File: config.mk
export PLATFORM = sky130hd
export DESIGN_NAME = rx_err_fifo
export DESIGN_NICKNAME = d
export VERILOG_FILES = /design/src/rtl/rxq_pkg.sv /design/src/rtl/rxq_ptrs.sv /design/src/rtl/rxq_store.sv /design/src/rtl/rxq_err_tally.sv /design/src/rtl/rxq_ovr_flag.sv /design/src/rtl/rx_err_fifo.sv
export SDC_FILE = /design/constraint.sdc
export NUM_CORES = 1
export LEC_CHECK = 0
export BUFFER_PORTS_ARGS = -buffer_cell sky130_fd_sc_hd__buf_2
export CORE_ASPECT_RATIO = 0.9
export CORE_MARGIN = 3
export CORE_UTILIZATION = 60
export DETAILED_ROUTE_END_ITERATION = 10
export PLACE_DENSITY_LB_ADDON = 0.3
export SLEW_MARGIN = 40
export SYNTH_ARGS = -nofsm -noshare
export SYNTH_HDL_FRONTEND = slang
export SYNTH_SLANG_ARGS = --single-unit
File: constraint.sdc
create_clock -name clk -period 10.6 [get_ports clk]
set_clock_uncertainty 0.2 [all_clocks]
set_input_delay 0.53 -clock clk [delete_from_list [all_inputs] [get_ports clk]]
set_output_delay 0.53 -clock clk [all_outputs]
set_load 0.03 [all_outputs]
File: src/rtl/rxq_pkg.sv
package rxq_pkg;
   typedef struct packed {
      logic brk;
      logic frm;
      logic par;
   } rxq_marks_t;

   localparam int MARK_W = $bits(rxq_marks_t);
endpackage

File: src/rtl/rxq_ptrs.sv
module rxq_ptrs #(
   parameter int DEPTH = 64,
   localparam int PW    = (DEPTH > 1) ? $clog2(DEPTH) : 1,
   localparam int CNT_W = $clog2(DEPTH + 1)
) (
   input  logic             clk,
   input  logic             rst_n,
   input  logic             push,
   input  logic             pop,
   output logic [PW-1:0]    wr_ptr,
   output logic [PW-1:0]    rd_ptr,
   output logic [CNT_W-1:0] level
);
   localparam bit POW2 = (DEPTH == (1 << PW));

   generate
      if (POW2) begin : g_wrap_free
         always_ff @(posedge clk) begin
            if (!rst_n) begin
               wr_ptr <= '0;
               rd_ptr <= '0;
            end else begin
               if (push) wr_ptr <= wr_ptr + 1'b1;
               if (pop)  rd_ptr <= rd_ptr + 1'b1;
            end
         end
      end else begin : g_wrap_cmp
         localparam logic [PW-1:0] LAST = PW'(DEPTH - 1);
         always_ff @(posedge clk) begin
            if (!rst_n) begin
               wr_ptr <= '0;
               rd_ptr <= '0;
            end else begin
               if (push) wr_ptr <= (wr_ptr == LAST) ? '0 : wr_ptr + 1'b1;
               if (pop)  rd_ptr <= (rd_ptr == LAST) ? '0 : rd_ptr + 1'b1;
            end
         end
      end
   endgenerate

   always_ff @(posedge clk) begin
      if (!rst_n) begin
         level <= '0;
      end else begin
         case ({push, pop})
            2'b10:   level <= level + 1'b1;
            2'b01:   level <= level - 1'b1;
            default: level <= level;
         endcase
      end
   end
endmodule

File: src/rtl/rxq_store.sv
module rxq_store
   import rxq_pkg::*;
#(
   parameter int DATA_W = 8,
   parameter int DEPTH  = 64,
   localparam int PW    = (DEPTH > 1) ? $clog2(DEPTH) : 1
) (
   input  logic              clk,
   input  logic              we,
   input  logic [PW-1:0]     waddr,
   input  logic [DATA_W-1:0] wdata,
   input  rxq_marks_t        wmarks,
   input  logic [PW-1:0]     raddr,
   output logic [DATA_W-1:0] rdata,
   output rxq_marks_t        rmarks
);
   logic [DATA_W-1:0] data_mem [DEPTH];
   rxq_marks_t        mark_mem [DEPTH];

   always_ff @(posedge clk) begin
      if (we) begin
         data_mem[waddr] <= wdata;
         mark_mem[waddr] <= wmarks;
      end
   end

   assign rdata  = data_mem[raddr];
   assign rmarks = mark_mem[raddr];
endmodule

File: src/rtl/rxq_err_tally.sv
module rxq_err_tally #(
   parameter int DEPTH = 64,
   localparam int CNT_W = $clog2(DEPTH + 1)
) (
   input  logic clk,
   input  logic rst_n,
   input  logic add_bad,
   input  logic drop_bad,
   output logic any_bad
);
   logic [CNT_W-1:0] bad_cnt;

   always_ff @(posedge clk) begin
      if (!rst_n) begin
         bad_cnt <= '0;
      end else begin
         case ({add_bad, drop_bad})
            2'b10:   bad_cnt <= bad_cnt + 1'b1;
            2'b01:   bad_cnt <= bad_cnt - 1'b1;
            default: bad_cnt <= bad_cnt;
         endcase
      end
   end

   assign any_bad = (bad_cnt != '0);
endmodule

File: src/rtl/rxq_ovr_flag.sv
module rxq_ovr_flag (
   input  logic clk,
   input  logic rst_n,
   input  logic lost,
   input  logic clr,
   output logic flag
);
   always_ff @(posedge clk) begin
      if (!rst_n)    flag <= 1'b0;
      else if (lost) flag <= 1'b1;
      else if (clr)  flag <= 1'b0;
   end
endmodule

File: src/rtl/rx_err_fifo.sv
module rx_err_fifo
   import rxq_pkg::*;
#(
   parameter int DATA_W = 8,
   parameter int DEPTH  = 64,
   localparam int CNT_W = $clog2(DEPTH + 1)
) (
   input  logic              clk,
   input  logic              rst_n,
   input  logic              wr_en,
   input  logic [DATA_W-1:0] wr_data,
   input  logic              wr_brk,
   input  logic              wr_frm,
   input  logic              wr_par,
   input  logic              rd_en,
   input  logic              lsr_rd,
   output logic [DATA_W-1:0] rd_data,
   output logic              data_ready,
   output logic              head_brk,
   output logic              head_frm,
   output logic              head_par,
   output logic              any_err,
   output logic              overrun,
   output logic [CNT_W-1:0]  level
);
   localparam int PW = (DEPTH > 1) ? $clog2(DEPTH) : 1;

   generate
      if (DEPTH < 2) begin : g_bad_depth
         $error("rx_err_fifo: DEPTH must be at least 2");
      end
      if (DATA_W < 1) begin : g_bad_width
         $error("rx_err_fifo: DATA_W must be at least 1");
      end
   endgenerate

   logic              full, empty, push, pop;
   logic [PW-1:0]     wr_ptr, rd_ptr;
   logic [DATA_W-1:0] mem_data;
   rxq_marks_t        in_marks, mem_marks, head_marks;

   assign full     = (level == CNT_W'(DEPTH));
   assign empty    = (level == '0);
   assign push     = wr_en & ~full;
   assign pop      = rd_en & ~empty;
   assign in_marks = '{brk: wr_brk, frm: wr_frm, par: wr_par};

   rxq_ptrs #(.DEPTH(DEPTH)) u_ptrs (
      .clk    (clk),
      .rst_n  (rst_n),
      .push   (push),
      .pop    (pop),
      .wr_ptr (wr_ptr),
      .rd_ptr (rd_ptr),
      .level  (level)
   );

   rxq_store #(.DATA_W(DATA_W), .DEPTH(DEPTH)) u_store (
      .clk    (clk),
      .we     (push),
      .waddr  (wr_ptr),
      .wdata  (wr_data),
      .wmarks (in_marks),
      .raddr  (rd_ptr),
      .rdata  (mem_data),
      .rmarks (mem_marks)
   );

   assign head_marks = empty ? '0 : mem_marks;
   assign rd_data    = empty ? '0 : mem_data;
   assign head_brk   = head_marks.brk;
   assign head_frm   = head_marks.frm;
   assign head_par   = head_marks.par;
   assign data_ready = ~empty;

   rxq_err_tally #(.DEPTH(DEPTH)) u_tally (
      .clk      (clk),
      .rst_n    (rst_n),
      .add_bad  (push & (|in_marks)),
      .drop_bad (pop & (|head_marks)),
      .any_bad  (any_err)
   );

   rxq_ovr_flag u_ovr (
      .clk   (clk),
      .rst_n (rst_n),
      .lost  (wr_en & full),
      .clr   (lsr_rd),
      .flag  (overrun)
   );
endmodule

==> flow_summary_export.csv, run 1 <==
group,metric,value,unit
run_status,outcome,"finished, final reports clean",
detailed_routing,drcViolationCount,0,
critical_path,crit_type,"reg -> reg",
timing,period_share,56.8,%
cts,clock_latency,0.60,ns
cts,cts_buffers,72,
critical_path,crit_slowest_cell,"buf_4",
final_layout,diodes,0,
final_layout,areaGrowthSynthToFinish,12.0,%
placement,dpl.hpwl,36500,um
grt,grt_pass1_wl,95600,um
cts,cts_setup_buffers,0,
final_layout,utilization,68.6,%
timing,post-route-min-period,6.02,ns
cts,cts_hold_buffers,0,
timing,tns,0,ns
synth,synth_top_area_share,73.4,%
critical_path,cp.arrival,6.34,ns
synth,synth_warnings,0,
final_layout,n_fill_cell,2814,
grt,antenna_found_initial,3,
critical_path,crit_path_start_kind,"register",
critical_path,path_cells,"buf_6 -> buf_4 -> mux4_2 -> mux4_2 -> mux2_2 -> o21ai_1 -> a21oi_1 -> ha_1 -> ha_1 -> nor2b_1 -> o21ai_0 -> a21oi_1 -> o21ai_0 -> a21oi_1 -> or4_1 -> a21boi_0",
pwr,totalPowerFinal,0.00711,W
min_path,min_delay_path_depth,3,
synth,syn_avg_cell_area,21.5,um2
synth,ys_ff_latch,737,
timing,clock.fmax,0.166,GHz
die,die_h,214,um
die,start_util,61.3,%
final_layout,final-seq-area,21800,um2
min_path,min_to,"u_ovr.flag$_SDFFE_PN0P_",
min_path,min_path_type,"in -> reg",
critical_path,crit_fanout,60,
die,core,47000,um2
synth,netlist_instances,1339,
timing,rsz0062_at_grt,"false",
detailed_routing,ant_nets,0,
synth,syn_nets,1371,
detailed_routing,wl,64500,um
timing,worst_pin_slew,0.857,ns
detailed_routing,initialDrtViolationCount,1844,
die,io_pins,37,
die,dieWidth,237,um
detailed_routing,num_vias,14020,
critical_path,worstSetupEndpointType,"register",
critical_path,path_common_cell,"a21oi_1",
final_layout,multiInputGateArea,6720,um2
synth,yosys_most_used_dff,"edfxtp_1",
pwr,ir_worst_vdd,0.146,mV
cts,cts_max_level,3,
final_layout,fin_nets,1465,
synth,synthDistinctLibCells,48,
grt,grt_pass1_vias,14019,
synth,post_synth_instance_area,28800,um2
cts,cts_buffer_depth,3,
critical_path,ff2ff_path_depth,16,
min_path,min-delay-start,"lsr_rd",
synth,synth_edf_count,704,
grt,grt_use_total,26.2,%
cts,cts.sinks,737,
timing,hold_viol,0,
die,dieArea,50700,um2
critical_path,required,10.92,ns
pwr,p_leak,9.94,nW
timing,report.final.slew_viol_count,0,
cts,cts_resized,0,
pwr,cellPowerDensity,220,nW/um2
placement,placed_cell_area,30000,um2
critical_path,worst-path-buf-inv,2,
flow_run,maxCapViolations,0,
grt,overflow,0,
timing,setup_viol,0,
synth,ys_seq_area_share,75.6,%
placement,place.gp.congestion,0.884,
critical_path,path_delay_family,"compound AO/OA/AOI/OAI gates",
cts,root_buffer,"clkbuf_16",
timing,hold_slack,0.0693,ns
cts,cts_tree,"done",
detailed_routing,routedWlPerCell,30.7,um
cts,clkTransAtPathRegs,0.06,ns
grt,grt_max_degree,66,
final_layout,drive_gt1_share,29.9,%
detailed_routing,viasPerCell,6.68,
placement,portBuffers,36,
synth,synthArstFlopShare,0,%
final_layout,final_area,32300,um2
die,row_count,75,
detailed_routing,firstDrtPassIters,5,
critical_path,slowest_delay,0.65,ns
synth,synth.area.top_cells,"edfxtp_1, mux4_2, dfxtp_1",
critical_path,reg2reg_slack,4.58,ns
synth,synth_top_cell_by_area,"edfxtp_1",
critical_path,r2r-end,"u_tally.bad_cnt[6]$_SDFFE_PN0P_",
timing,relSlewSlack,42.8,%
==> cells in the final DEF, fill, tap and decap left out, types with 3 or more instances in the layout <==
master      instances
clkinv_1           11
xor2_1              5
mux4_2            216
mux2i_1             8
nand2_1            44
nor2_2             28
buf_4              49
buf_2              30
clkinvlp_4          3
nand3_1            10
inv_1              20
nor2b_1            16
nand4_1             3
dfxtp_1            29
clkbuf_1           15
mux2_2              7
and2_1             21
bufinv_16           5
inv_6               3
ha_1               14
buf_6               4
clkbuf_16          75
a21boi_0            4
o31ai_1             5
a21oi_1            13
edfxtp_1          704
clkinv_2           12
o22ai_1             3
o21ai_0            19
nor2_1             48
dfxtp_4             3
xnor2_1            12
and3_1              7
==> layout make-up <==
type	instances	area share [%]
Sequential cell	737	67.6
Multi-Input combinational cell	514	20.8
Clock buffer	92	6.08
Tap cell	616	2.39
Timing Repair Buffer	86	1.95
Clock inverter	32	0.907
Inverter	22	0.256
==> Yosys cell counts (2+ instances only) <==
cell type,instances
a21boi_0,4
a21o_1,2
a21oi_1,13
a31oi_1,2
and2_1,21
and3_1,7
buf_1,13
buf_2,16
buf_4,8
clkbuf_1,29
clkinv_1,2
dfxtp_1,33
edfxtp_1,704
fa_1,2
ha_1,14
inv_1,20
mux2_2,7
mux2i_1,8
mux4_2,216
nand2_1,44
nand3_1,10
nand3b_1,2
nand4_1,3
nor2_1,77
nor2b_1,16
nor3_1,2
o211ai_1,2
o21a_1,2
o21ai_0,19
o22ai_1,3
o31ai_1,5
or4_1,2
xnor2_1,12
xor2_1,5
==> worst max-delay path by stage <==
stage / startpoint / end / slack [ns] / depth (start not counted)
final: register / u_tally.bad_cnt[6]$_SDFFE_PN0P_ / 4.58 / 16
after global routing: register / u_tally.bad_cnt[6]$_SDFFE_PN0P_ / 4.29 / 16
after CTS: register / u_tally.bad_cnt[6]$_SDFFE_PN0P_ / 4.69 / 16
after detailed placement: register / u_tally.bad_cnt[6]$_SDFFE_PN0P_ / 4.72 / 16
after global placement: register / u_tally.bad_cnt[6]$_SDFFE_PN0P_ / 4.70 / 16
after floorplan: register / u_tally.bad_cnt[6]$_SDFFE_PN0P_ / 6.18 / 17
==> sequential cells by signal (all words and copies together) (netlist names), named ones only <==
register and flops:
u_store.data_mem 512, u_store.mark_mem 192, u_ptrs.level 7, u_tally.bad_cnt 7
u_ptrs.rd_ptr 6, u_ptrs.wr_ptr 6, u_ovr.flag 1
==> worst register-to-register path, delay by kind of cell, from the launching register on <==
kind,cells,cell delay [ns]
fa+ha+maj,2,0.66
flops,1,0.59
compound gates,7,1.27
buf+inv,2,1.35
simple gates,2,0.60
mux,3,1.25
==> routing by layer <==
| metal | global-route usage (%) | vias to the layer above | share of wire [%] |
|---|---|---|---|
| met2 | 39.0 | 770 | 47 |
| met5 | 0 | - | 0.065 |
| met1 | 37.6 | 7381 | 39 |
| li1 | - | 5721 | - |
| met3 | 8.42 | 142 | 11 |
| met4 | 8.42 | 6 | 3.2 |
==> stage by stage <==
step | worst slack (ns) | cells
6_report | 4.58 | 2099
5_1_grt | 4.29 | 2099
4_1_cts | 4.69 | 2099
3_5_place_dp | 4.72 | 1975
3_3_place_gp | 4.70 | 1973
2_1_floorplan | 6.18 | 1339
==> cells by family (layout without fill, tap and decap cells) <==
logic type                 after synthesis  after routing  share of synthesized area [%]
muxes                                  231            231                           17.4
xor gates and xnor gates                17             17                          0.517
adders and majority gates               16             16                          0.747
and+or+nand+nor                        190            190                           3.05
DFF                                    737            737                           75.6
AOI/OAI and AO/OA                       60             60                           1.29
buffers and inverters                   88            232                           1.32
==> where the power goes <==
part | total [W] | internal (W) | switching, W
clock network | 0.00246 | 0.00143 | 0.00103
registers | 0.00330 | 0.00324 | 0.0000621
logic | 0.00135 | 0.000570 | 0.000776
total | 0.00711 | 0.00524 | 0.00187
Note: power is estimated with default switching activity, not from simulation.
==> run 2: changes to the inputs <==
- clock period: 10.6 -> 6.3 ns (I/O delays scaled with it)
==> flow_summary_export.csv, run 2 (synthesis gave the netlist of run 1 again) <==
group,metric,value,unit
run_status,outcome,"finished, final reports clean",
detailed_routing,ant_nets,0,
die,io_pins,37,
critical_path,worstSetupEndpointType,"register",
critical_path,ff2ff_path_depth,16,
cts,cts_max_level,3,
die,dieArea,50700,um2
cts,cts_buffers,72,
timing,tns,0,ns
timing,clock.fmax,0.194,GHz
detailed_routing,initialDrtViolationCount,2047,
detailed_routing,firstDrtPassIters,5,
timing,relSlewSlack,42.6,%
detailed_routing,num_vias,14189,
min_path,min-delay-start,"wr_par",
critical_path,crit_path_start_kind,"register",
final_layout,drive_gt1_share,30.2,%
cts,cts_buffer_depth,3,
final_layout,largest_reg_flops,512,
die,dieWidth,237,um
detailed_routing,viasPerCell,6.65,
placement,place.gp.congestion,0.829,
timing,report.final.slew_viol_count,0,
critical_path,reg2reg_slack,1.15,ns
placement,placed_cells,1997,
final_layout,final_cell_mix,"edfxtp_1, mux4_2, clkbuf_16",
pwr,totalPowerFinal,0.0122,W
cts,cts_tree,"done",
timing,hold_viol,0,
min_path,min_delay_path_depth,2,
pwr,p_leak,10.1,nW
final_layout,final_common_cell,"edfxtp_1",
cts,root_buffer,"clkbuf_16",
cts,clkTransAtPathRegs,0.06,ns
min_path,min_to,"u_store.mark_mem[2][0]$_DFFE_PP_",
grt,grt_pass1_vias,14442,
critical_path,r2r-end,"u_tally.bad_cnt[6]$_SDFFE_PN0P_",
grt,grt_max_degree,66,
timing,worst_pin_slew,0.860,ns
grt,overflow,0,
timing,post-route-min-period,5.15,ns
die,die_h,214,um
critical_path,cp.arrival,5.48,ns
detailed_routing,routedWlPerCell,30.9,um
pwr,ir_worst_vdd,0.248,mV
cts,cts_resized,0,
die,start_util,61.3,%
pwr,cellPowerDensity,375,nW/um2
final_layout,top_regs,"u_store.data_mem: 512 flops, u_store.mark_mem: 192 flops",
min_path,min_path_type,"in -> reg",
timing,rsz0062_at_grt,"false",
pwr,comb_power_share,18.7,%
placement,portBuffers,36,
die,row_count,75,
grt,antenna_found_initial,2,
final_layout,fin_nets,1492,
critical_path,crit_type,"reg -> reg",
final_layout,top_register,"u_store.data_mem",
cts,clock_latency,0.61,ns
grt,grt_use_total,26.7,%
detailed_routing,wl,66000,um
critical_path,required,6.62,ns
flow_run,maxCapViolations,0,
pwr,switching_share,26.1,%
pwr,p_int,0.00905,W
cts,cts.sinks,737,
die,core,47000,um2
detailed_routing,drcViolationCount,0,
pwr,pwr-share-clk,35.8,%
grt,grt_pass1_wl,97700,um
timing,period_share,81.8,%
final_layout,areaGrowthSynthToFinish,13.2,%
placement,dpl.hpwl,38000,um
pwr,seqPwrFrac,45.5,%
timing,setup_viol,0,
critical_path,crit_fanout,57,
pwr,p_switching,0.00320,W
final_layout,finalNonFillerCells,2134,
## run 2: what timing repair did
action	CTS	global route
setup buffers	0	0
hold buffers	5	0
endpoints found under the hold margin	5	0
## run 2: cell type report
class	count	area [um2]
diodes	1	2.50
clock buffers	101	2030
clock inverters	30	385
fillers	2755	14400
inverters	22	82.6
multi-input cells	514	6700
flip-flops and latches	737	21800
well taps	616	771
repair buffers	113	833
## run 2: how the worst max path moves through the flow
stage / from / to / slack, ns / depth (start not counted)
after global placement: register / u_tally.bad_cnt[6]$_SDFFE_PN0P_ / 1.29 / 17
after floorplan: register / u_tally.bad_cnt[6]$_SDFFE_PN0P_ / 1.88 / 17
after global routing: register / u_tally.bad_cnt[6]$_SDFFE_PN0P_ / 0.80 / 15
final: register / u_tally.bad_cnt[6]$_SDFFE_PN0P_ / 1.15 / 16
after detailed placement: register / u_tally.bad_cnt[6]$_SDFFE_PN0P_ / 1.20 / 16
after CTS: register / u_tally.bad_cnt[6]$_SDFFE_PN0P_ / 1.15 / 16
## run 2: power by group through the flow
stage / sequential (W) / clock, W / combinational, W
4_1_cts: 0.00557 / 0.00445 / 0.00231
3_3_place_gp: 0.00569 / 0 / 0.00221
3_5_place_dp: 0.00567 / 0 / 0.00227
5_1_grt: 0.00558 / 0.00466 / 0.00243
6_report: 0.00556 / 0.00439 / 0.00229
2_1_floorplan: 0.00563 / 0 / 0.00157
## run 2: through the flow
| stage | util [%] | hold slack [ns] | setup slack, ns | cell area, um2 |
|---|---|---|---|---|
| after floorplan | - | 0.214 | 1.88 | 28800 |
| after global placement | 63.9 | 0.277 | 1.29 | 30000 |
| after detailed placement | 64.1 | 0.306 | 1.20 | 30100 |
| after CTS | 69.4 | 0.137 | 1.15 | 32600 |
| after global routing | 69.4 | 0.172 | 0.795 | 32600 |
| final | 69.4 | 0.154 | 1.15 | 32600 |
## run 2: worst max-delay path, stage by stage, from the launching register on
cell and delay, ns:
dfxtp_4 0.84, buf_12 0.42, mux4_2 0.56, mux2_2 0.29, a21oi_1 0.20, a31oi_1 0.09, o22ai_1 0.25, a21oi_1 0.15
ha_1 0.30, ha_1 0.35, nor2b_1 0.14, o21ai_0 0.18, a21oi_1 0.11, o21ai_0 0.22, a21oi_1 0.12, or4_1 0.47
a21boi_0 0.16
## run 2: layer usage
metal | vias up | part of all wire, % | GRT usage [%]
met1 | 7425 | 38 | 38.7
met3 | 117 | 10 | 5.81
met4 | 0 | 2.5 | 7.64
li1 | 5773 | - | -
met5 | - | 0 | 0
met2 | 874 | 49 | 42.0
